`config.mk`:
```
export PLATFORM = sky130hd
export DESIGN_NAME = int_exec_stage
export DESIGN_NICKNAME = d
export VERILOG_FILES = /design/src/rtl/exu_pkg.sv /design/src/rtl/exu_operand.sv /design/src/rtl/exu_arith.sv /design/src/rtl/exu_bitops.sv /design/src/rtl/exu_flags.sv /design/src/rtl/int_exec_stage.sv
export SDC_FILE = /design/constraint.sdc
export NUM_CORES = 2
export LEC_CHECK = 0
export BUFFER_PORTS_ARGS = -buffer_cell sky130_fd_sc_hd__buf_2
export CAP_MARGIN = 30
export CORE_ASPECT_RATIO = 0.8
export CORE_UTILIZATION = 50
export DETAILED_ROUTE_END_ITERATION = 6
export PLACE_DENSITY = 0.64
export SYNTH_ARGS = -nofsm -noshare
export SYNTH_HDL_FRONTEND = slang
export SYNTH_HIERARCHICAL = 1
export SYNTH_SLANG_ARGS = --single-unit
export TNS_END_PERCENT = 30
```
`constraint.sdc`:
```
create_clock -name clk -period 133 [get_ports clk]
set_input_delay 6.65 -clock clk [delete_from_list [all_inputs] [get_ports clk]]
set_output_delay 6.65 -clock clk [all_outputs]
set_load 0.02 [all_outputs]
```
`src/rtl/exu_pkg.sv`:
```
// Package: exu_pkg
// Shared operation codes and immediate-extension modes for the execute stage.
// Assumes a 5-bit opcode space. Only the first thirteen codes are executed here.
package exu_pkg;

    typedef enum logic [4:0] {
        OP_ADD = 5'b00000,
        OP_SUB = 5'b00001,
        OP_MUL = 5'b00010,
        OP_DIV = 5'b00011,
        OP_MOD = 5'b00100,
        OP_CMP = 5'b00101,
        OP_AND = 5'b00110,
        OP_OR  = 5'b00111,
        OP_NOT = 5'b01000,
        OP_MOV = 5'b01001,
        OP_LSL = 5'b01010,
        OP_LSR = 5'b01011,
        OP_ASR = 5'b01100
    } exu_op_e;

    typedef enum logic [1:0] {
        MOD_SEXT = 2'b00,
        MOD_ZEXT = 2'b01,
        MOD_HIGH = 2'b10,
        MOD_RSVD = 2'b11
    } imm_mod_e;

endpackage

```
`src/rtl/exu_operand.sv`:
```
// Module: exu_operand
// Forms operand B. It widens the immediate according to the two mode bits at the
// top of the immediate field, then picks the immediate or the register value.
// Assumes DATA_W > IMM_W. The reserved mode falls back to sign extension.
module exu_operand
    import exu_pkg::*;
#(
    parameter int DATA_W = 32,
    parameter int IMM_W  = 16
) (
    input  logic              imm_sel,
    input  logic [IMM_W+1:0]  imm_field,
    input  logic [DATA_W-1:0] src_b,
    output logic [DATA_W-1:0] opnd_b
);
    localparam int FIELD_W = IMM_W + 2;
    localparam int PAD_W   = DATA_W - IMM_W;

    logic [IMM_W-1:0]  imm_raw;
    imm_mod_e          imm_mode;
    logic [DATA_W-1:0] imm_ext;

    assign imm_raw  = imm_field[IMM_W-1:0];
    assign imm_mode = imm_mod_e'(imm_field[FIELD_W-1 -: 2]);

    // Widen the immediate according to its mode.
    always_comb begin
        case (imm_mode)
            MOD_ZEXT: imm_ext = {{PAD_W{1'b0}}, imm_raw};
            MOD_HIGH: imm_ext = {imm_raw, {PAD_W{1'b0}}};
            default:  imm_ext = {{PAD_W{imm_raw[IMM_W-1]}}, imm_raw};
        endcase
    end

    // Choose between the register operand and the widened immediate.
    assign opnd_b = imm_sel ? imm_ext : src_b;

endmodule

```
`src/rtl/exu_arith.sv`:
```
// Module: exu_arith
// Add, subtract, multiply, signed divide and signed remainder.
// A zero divisor gives all ones and the dividend. The overflow case of the most
// negative value divided by -1 gives that value and a zero remainder.
// Opcodes it does not own produce zero.
module exu_arith
    import exu_pkg::*;
#(
    parameter int DATA_W = 32
) (
    input  logic [4:0]        opcode,
    input  logic [DATA_W-1:0] opnd_a,
    input  logic [DATA_W-1:0] opnd_b,
    output logic [DATA_W-1:0] arith_res
);
    localparam logic [DATA_W-1:0] MOST_NEG = {1'b1, {(DATA_W-1){1'b0}}};

    logic [DATA_W-1:0]        sum, diff, prod, quot, rem;
    logic signed [DATA_W-1:0] quot_raw, rem_raw;
    logic                     div_zero, div_ovf;

    assign sum  = opnd_a + opnd_b;
    assign diff = opnd_a - opnd_b;
    assign prod = opnd_a * opnd_b;

    assign div_zero = (opnd_b == '0);
    assign div_ovf  = (opnd_a == MOST_NEG) && (&opnd_b);

    // The raw signed divider. Its output is discarded in the special cases.
    assign quot_raw = $signed(opnd_a) / $signed(opnd_b);
    assign rem_raw  = $signed(opnd_a) % $signed(opnd_b);

    // Replace the raw divider output for a zero divisor and for overflow.
    always_comb begin
        if (div_zero) begin
            quot = '1;
            rem  = opnd_a;
        end else if (div_ovf) begin
            quot = MOST_NEG;
            rem  = '0;
        end else begin
            quot = quot_raw;
            rem  = rem_raw;
        end
    end

    // Select the arithmetic result for this opcode.
    always_comb begin
        case (opcode)
            OP_ADD:  arith_res = sum;
            OP_SUB:  arith_res = diff;
            OP_MUL:  arith_res = prod;
            OP_DIV:  arith_res = quot;
            OP_MOD:  arith_res = rem;
            default: arith_res = '0;
        endcase
    end

endmodule

```
`src/rtl/exu_bitops.sv`:
```
// Module: exu_bitops
// Bitwise operations, pass-through and the three shifts.
// The shift amount is the low log2(DATA_W) bits of operand B.
// Opcodes it does not own produce zero.
module exu_bitops
    import exu_pkg::*;
#(
    parameter int DATA_W = 32
) (
    input  logic [4:0]        opcode,
    input  logic [DATA_W-1:0] opnd_a,
    input  logic [DATA_W-1:0] opnd_b,
    output logic [DATA_W-1:0] bit_res
);
    localparam int SH_W = $clog2(DATA_W);

    logic [SH_W-1:0] shamt;
    assign shamt = opnd_b[SH_W-1:0];

    // Select the logic or shift result for this opcode.
    always_comb begin
        case (opcode)
            OP_AND:  bit_res = opnd_a & opnd_b;
            OP_OR:   bit_res = opnd_a | opnd_b;
            OP_NOT:  bit_res = ~opnd_b;
            OP_MOV:  bit_res = opnd_b;
            OP_LSL:  bit_res = opnd_a << shamt;
            OP_LSR:  bit_res = opnd_a >> shamt;
            OP_ASR:  bit_res = $unsigned($signed(opnd_a) >>> shamt);
            default: bit_res = '0;
        endcase
    end

endmodule

```
`src/rtl/exu_flags.sv`:
```
// Module: exu_flags
// Holds the equal and signed greater-than flags. They load only when cmp_en is
// high, and a synchronous active-low reset clears them.
module exu_flags #(
    parameter int DATA_W = 32
) (
    input  logic              clk,
    input  logic              rst_n,
    input  logic              cmp_en,
    input  logic [DATA_W-1:0] opnd_a,
    input  logic [DATA_W-1:0] opnd_b,
    output logic              eq_q,
    output logic              gt_q
);
    // Clear on reset, load on compare, otherwise hold.
    always_ff @(posedge clk) begin
        if (!rst_n) begin
            eq_q <= 1'b0;
            gt_q <= 1'b0;
        end else if (cmp_en) begin
            eq_q <= (opnd_a == opnd_b);
            gt_q <= ($signed(opnd_a) > $signed(opnd_b));
        end
    end

endmodule

```
`src/rtl/int_exec_stage.sv`:
```
// Module: int_exec_stage
// The execute stage. It forms operand B, runs the arithmetic and bit units in
// parallel, picks the result by opcode class and raises the write-enable for the
// opcodes that produce a result. The flags are updated only on compare.
// Assumes one operation is presented on every clock.
module int_exec_stage
    import exu_pkg::*;
#(
    parameter int DATA_W = 32,
    parameter int IMM_W  = 16
) (
    input  logic              clk,
    input  logic              rst_n,
    input  logic [4:0]        opcode,
    input  logic              imm_sel,
    input  logic [DATA_W-1:0] src_a,
    input  logic [DATA_W-1:0] src_b,
    input  logic [IMM_W+1:0]  imm_field,
    output logic [DATA_W-1:0] result,
    output logic              result_we,
    output logic              flag_eq,
    output logic              flag_gt
);
    logic [DATA_W-1:0] opnd_b, arith_res, bit_res;
    logic              is_arith, is_bit, is_cmp;

    exu_operand #(.DATA_W(DATA_W), .IMM_W(IMM_W)) i_operand (
        .imm_sel   (imm_sel),
        .imm_field (imm_field),
        .src_b     (src_b),
        .opnd_b    (opnd_b)
    );

    exu_arith #(.DATA_W(DATA_W)) i_arith (
        .opcode    (opcode),
        .opnd_a    (src_a),
        .opnd_b    (opnd_b),
        .arith_res (arith_res)
    );

    exu_bitops #(.DATA_W(DATA_W)) i_bitops (
        .opcode  (opcode),
        .opnd_a  (src_a),
        .opnd_b  (opnd_b),
        .bit_res (bit_res)
    );

    exu_flags #(.DATA_W(DATA_W)) i_flags (
        .clk    (clk),
        .rst_n  (rst_n),
        .cmp_en (is_cmp),
        .opnd_a (src_a),
        .opnd_b (opnd_b),
        .eq_q   (flag_eq),
        .gt_q   (flag_gt)
    );

    // Sort the opcode into its execution class.
    always_comb begin
        is_arith = opcode inside {OP_ADD, OP_SUB, OP_MUL, OP_DIV, OP_MOD};
        is_bit   = opcode inside {OP_AND, OP_OR, OP_NOT, OP_MOV,
                                  OP_LSL, OP_LSR, OP_ASR};
        is_cmp   = (opcode == OP_CMP);
    end

    // Drive the result and write-enable from the active class.
    always_comb begin
        result_we = is_arith | is_bit;
        if (is_arith)    result = arith_res;
        else if (is_bit) result = bit_res;
        else             result = '0;
    end

endmodule

```
==> results.md <==
* Status: finished, violations left
* Failing checks: design-rule violations
* CP endpoint: result[31]
* Worst-Margin Slew at approximately 1.2 ns
* Critical path origin: imm_field[16]
* Setup crit start kind: input port
* Crit path top cell by count: ha_1
* Post-Syn Instances at 8,574
* Initial antenna violation count at 22
* Worst Hold Depth at 2
* RR Startpoint: i_flags/eq_q
* Post-DRT Antenna Nets at 0
* Global-route wire length before repair at 456.7 mm
* DIE AREA at between 0.1 and 0.15 mm2
* #FFs+latches synth at 2
* Min-Delay Path Class: register to register
* Setup violators final at 0
* Max Clock Skew at 0 ns
* Detailed placement HPWL at 249.4 mm
* Routability Congestion at 1.134
* 1st-pass router iterations at 7
* Net Count, Synth at 9,799
* # DRC at 15
* Max-Slew Margin vs Limit at 18.31%
* Clock transition at path regs at 0.03 ns
* Hold Vio Cnt, Final at 0
* CP Class: input port to output pin
* Core Box Area at around 0.12 mm2
* Flop2flop setup slack at ~130 ns
* Min Tclk post-route at 115.90 ns
* I/O pin cnt at 125
* # hold bufs at CTS at 0
* Fraction of layout cells with a size suffix above 1 at 8.391%
* H-tree depth at 1
* RR Endpoint: i_flags/eq_q
* Final Cycle Share at 87.14%
* Avg WL per Cell at around 32 um
* Total track usage at 50.12%
* Post-CTS sizing at 0
* Seq/Total Area, Yosys at 0.06595%
* Total number of vias at 71,660
* Crit path capture type: output pin
* Clock Tree Root: clkbuf_16
* Synth warn at 6
* RSZ-0062 raised after global routing: no
* Max Cap Viol at 0
* Skew-Pair Late Insertion Delay at 0.22 ns
* Asr flop ratio synth at 0%
* TritonCTS buffer count at 3
* Req. time, crit path at 126.35 ns
* Post-synth EDFFs at 0
* Area Growth Syn to Fin at 5.369%
* Crit path arrival time at between 100 and 150 ns
* Ys flop type: dfxtp_1
* Initial Utilization at 50.76%
* Fmax achieved at 8.628 MHz
* Commonest cells after routing, fill and taps aside: 1,150 x nand2_1, 725 x ha_1, 713 x inv_1
* Row cnt at 113
* Area of the mapped netlist at 0.06071 mm2
* Largest net degree at the start of global routing at roughly 120
* Syn_area_per_cell at approximately 7 um2
* Final Net Count at 9,712
* Yosys cell types at between 100 and 150
* # Post-CTS Setup Buffers at 0
* PortBufs at 124
* Max clock buf depth at 2
* Most common cell after layout, fill and taps aside: nand2_1
* Clk sinks at 2
* Final setup TNS at 0 ns
* CP peak stage delay at around 0.91 ns
* Final core utilization at 53.48%
* Critical-path top delay cell: nor4_1
* Die width at 391.6 um
* Vias in the first global route at approximately 66,000
* Worst R2R Path Depth at 2
* Die span in y at between 300 and 400 um
* Fill cells at 11,950
* Drt initial violations at between 10,000 and 15,000
* Drt total wl at 319.7 mm
* Worst-path fanout max at 42
* DR vias/cell at 7.086
* Slew Viols, Final at 0
* GR Overflow Total at 0
* CTS tree: yes
==> cell usage after synthesis (all sizes together) (101+ instances only) <==
| cell type | count | area [um2] |
|---|---|---|
| mux2i | 105 | 1051 |
| clkbuf | 315 | 1184 |
| nand3 | 184 | 920.9 |
| xor2 | 242 | 2120 |
| and2 | 184 | 1154 |
| fa | 410 | 8208 |
| a21oi | 612 | 3078 |
| buf | 133 | 718.2 |
| o21ai | 425 | 2131 |
| ha | 725 | 9071 |
| xnor2 | 402 | 3521 |
| nor2 | 712 | 2675 |
| nand2 | 1151 | 4323 |
| a21o | 198 | 1486 |
| o21a | 108 | 810.8 |
| nor3 | 205 | 1047 |
| o211ai | 101 | 782.0 |
| inv | 719 | 2699 |
==> state kept, by name, summed over array words and instances, names as in the netlist <==
| signal | count |
|---|---|
| i_flags/gt_q | 1 |
| i_flags/eq_q | 1 |
==> logic make-up (layout without fill, tap and decap cells) <==
| kind of cell | after synthesis | after routing | share of synthesized area, % |
|---|---|---|---|
| adders and majority gates | 1138 | 1138 | 28.51 |
| muxes | 233 | 233 | 5.255 |
| AOI/OAI and AO/OA | 2306 | 2306 | 25.35 |
| other | 0 | 18 | 0 |
| buffers and inverters | 1170 | 1081 | 7.597 |
| and+or+nand+nor | 3081 | 3081 | 23.93 |
| DFF | 2 | 2 | 0.06595 |
| xor gates and xnor gates | 644 | 644 | 9.291 |
==> per-layer routing <==
metal	global-route usage (%)	vias to the layer above	wire [um]
met2	65.99	6148	117700
met3	22.97	1217	57280
met4	21.71	16	18240
met1	68.71	33960	126000
li1	-	30320	-
met5	1.277	-	445
==> area by class of cell <==
class | instances | area [um2] | share of cell area, %
Timing Repair Buffer | 356 | 2387 | 3.732
Sequential cell | 2 | 40.04 | 0.06259
Clock buffer | 3 | 75.07 | 0.1174
Multi-Input combinational cell | 7402 | 56700 | 88.63
Tap cell | 1610 | 2014 | 3.149
Antenna cell | 18 | 45.04 | 0.07041
Inverter | 722 | 2710 | 4.237
==> through the flow <==
| step | instance area (um2) | setup slack (ns) | hold slack, ns | std cells |
|---|---|---|---|---|
| floorplan | 60710 | 36.11 | 0.5626 | 8574 |
| global placement | 63690 | 21.60 | 0.4832 | 10070 |
| detailed placement | 63810 | 22.04 | 0.4943 | 10090 |
| CTS | 63880 | 21.68 | 0.5018 | 10090 |
| global route | 63930 | 12.54 | 0.5413 | 10100 |
| finish | 63970 | 17.10 | 0.5012 | 10110 |
==> worst max-delay path, delay by kind of cell <==
kind	cells	cell delay, ns
XOR/XNOR	1	0.18
adder cells (fa/ha/maj)	33	11.44
buffers and inverters	32	7.73
AND/OR/NAND/NOR	109	33.07
multiplexers	6	1.58
AO/OA/AOI/OAI	155	48.33
==> worst min path at each step <==
stage,end,start,slack (ns)
4_1_cts,i_flags/eq_q,i_flags/eq_q,0.50
6_report,i_flags/gt_q,i_flags/gt_q,0.50
3_3_place_gp,i_flags/gt_q,i_flags/gt_q,0.48
5_1_grt,i_flags/gt_q,i_flags/gt_q,0.54
3_5_place_dp,i_flags/eq_q,i_flags/eq_q,0.49
2_1_floorplan,i_flags/gt_q,i_flags/gt_q,0.56
Power is not shown: default switching activity piles up to over one toggle a cycle in this logic, so the estimate is an artifact.
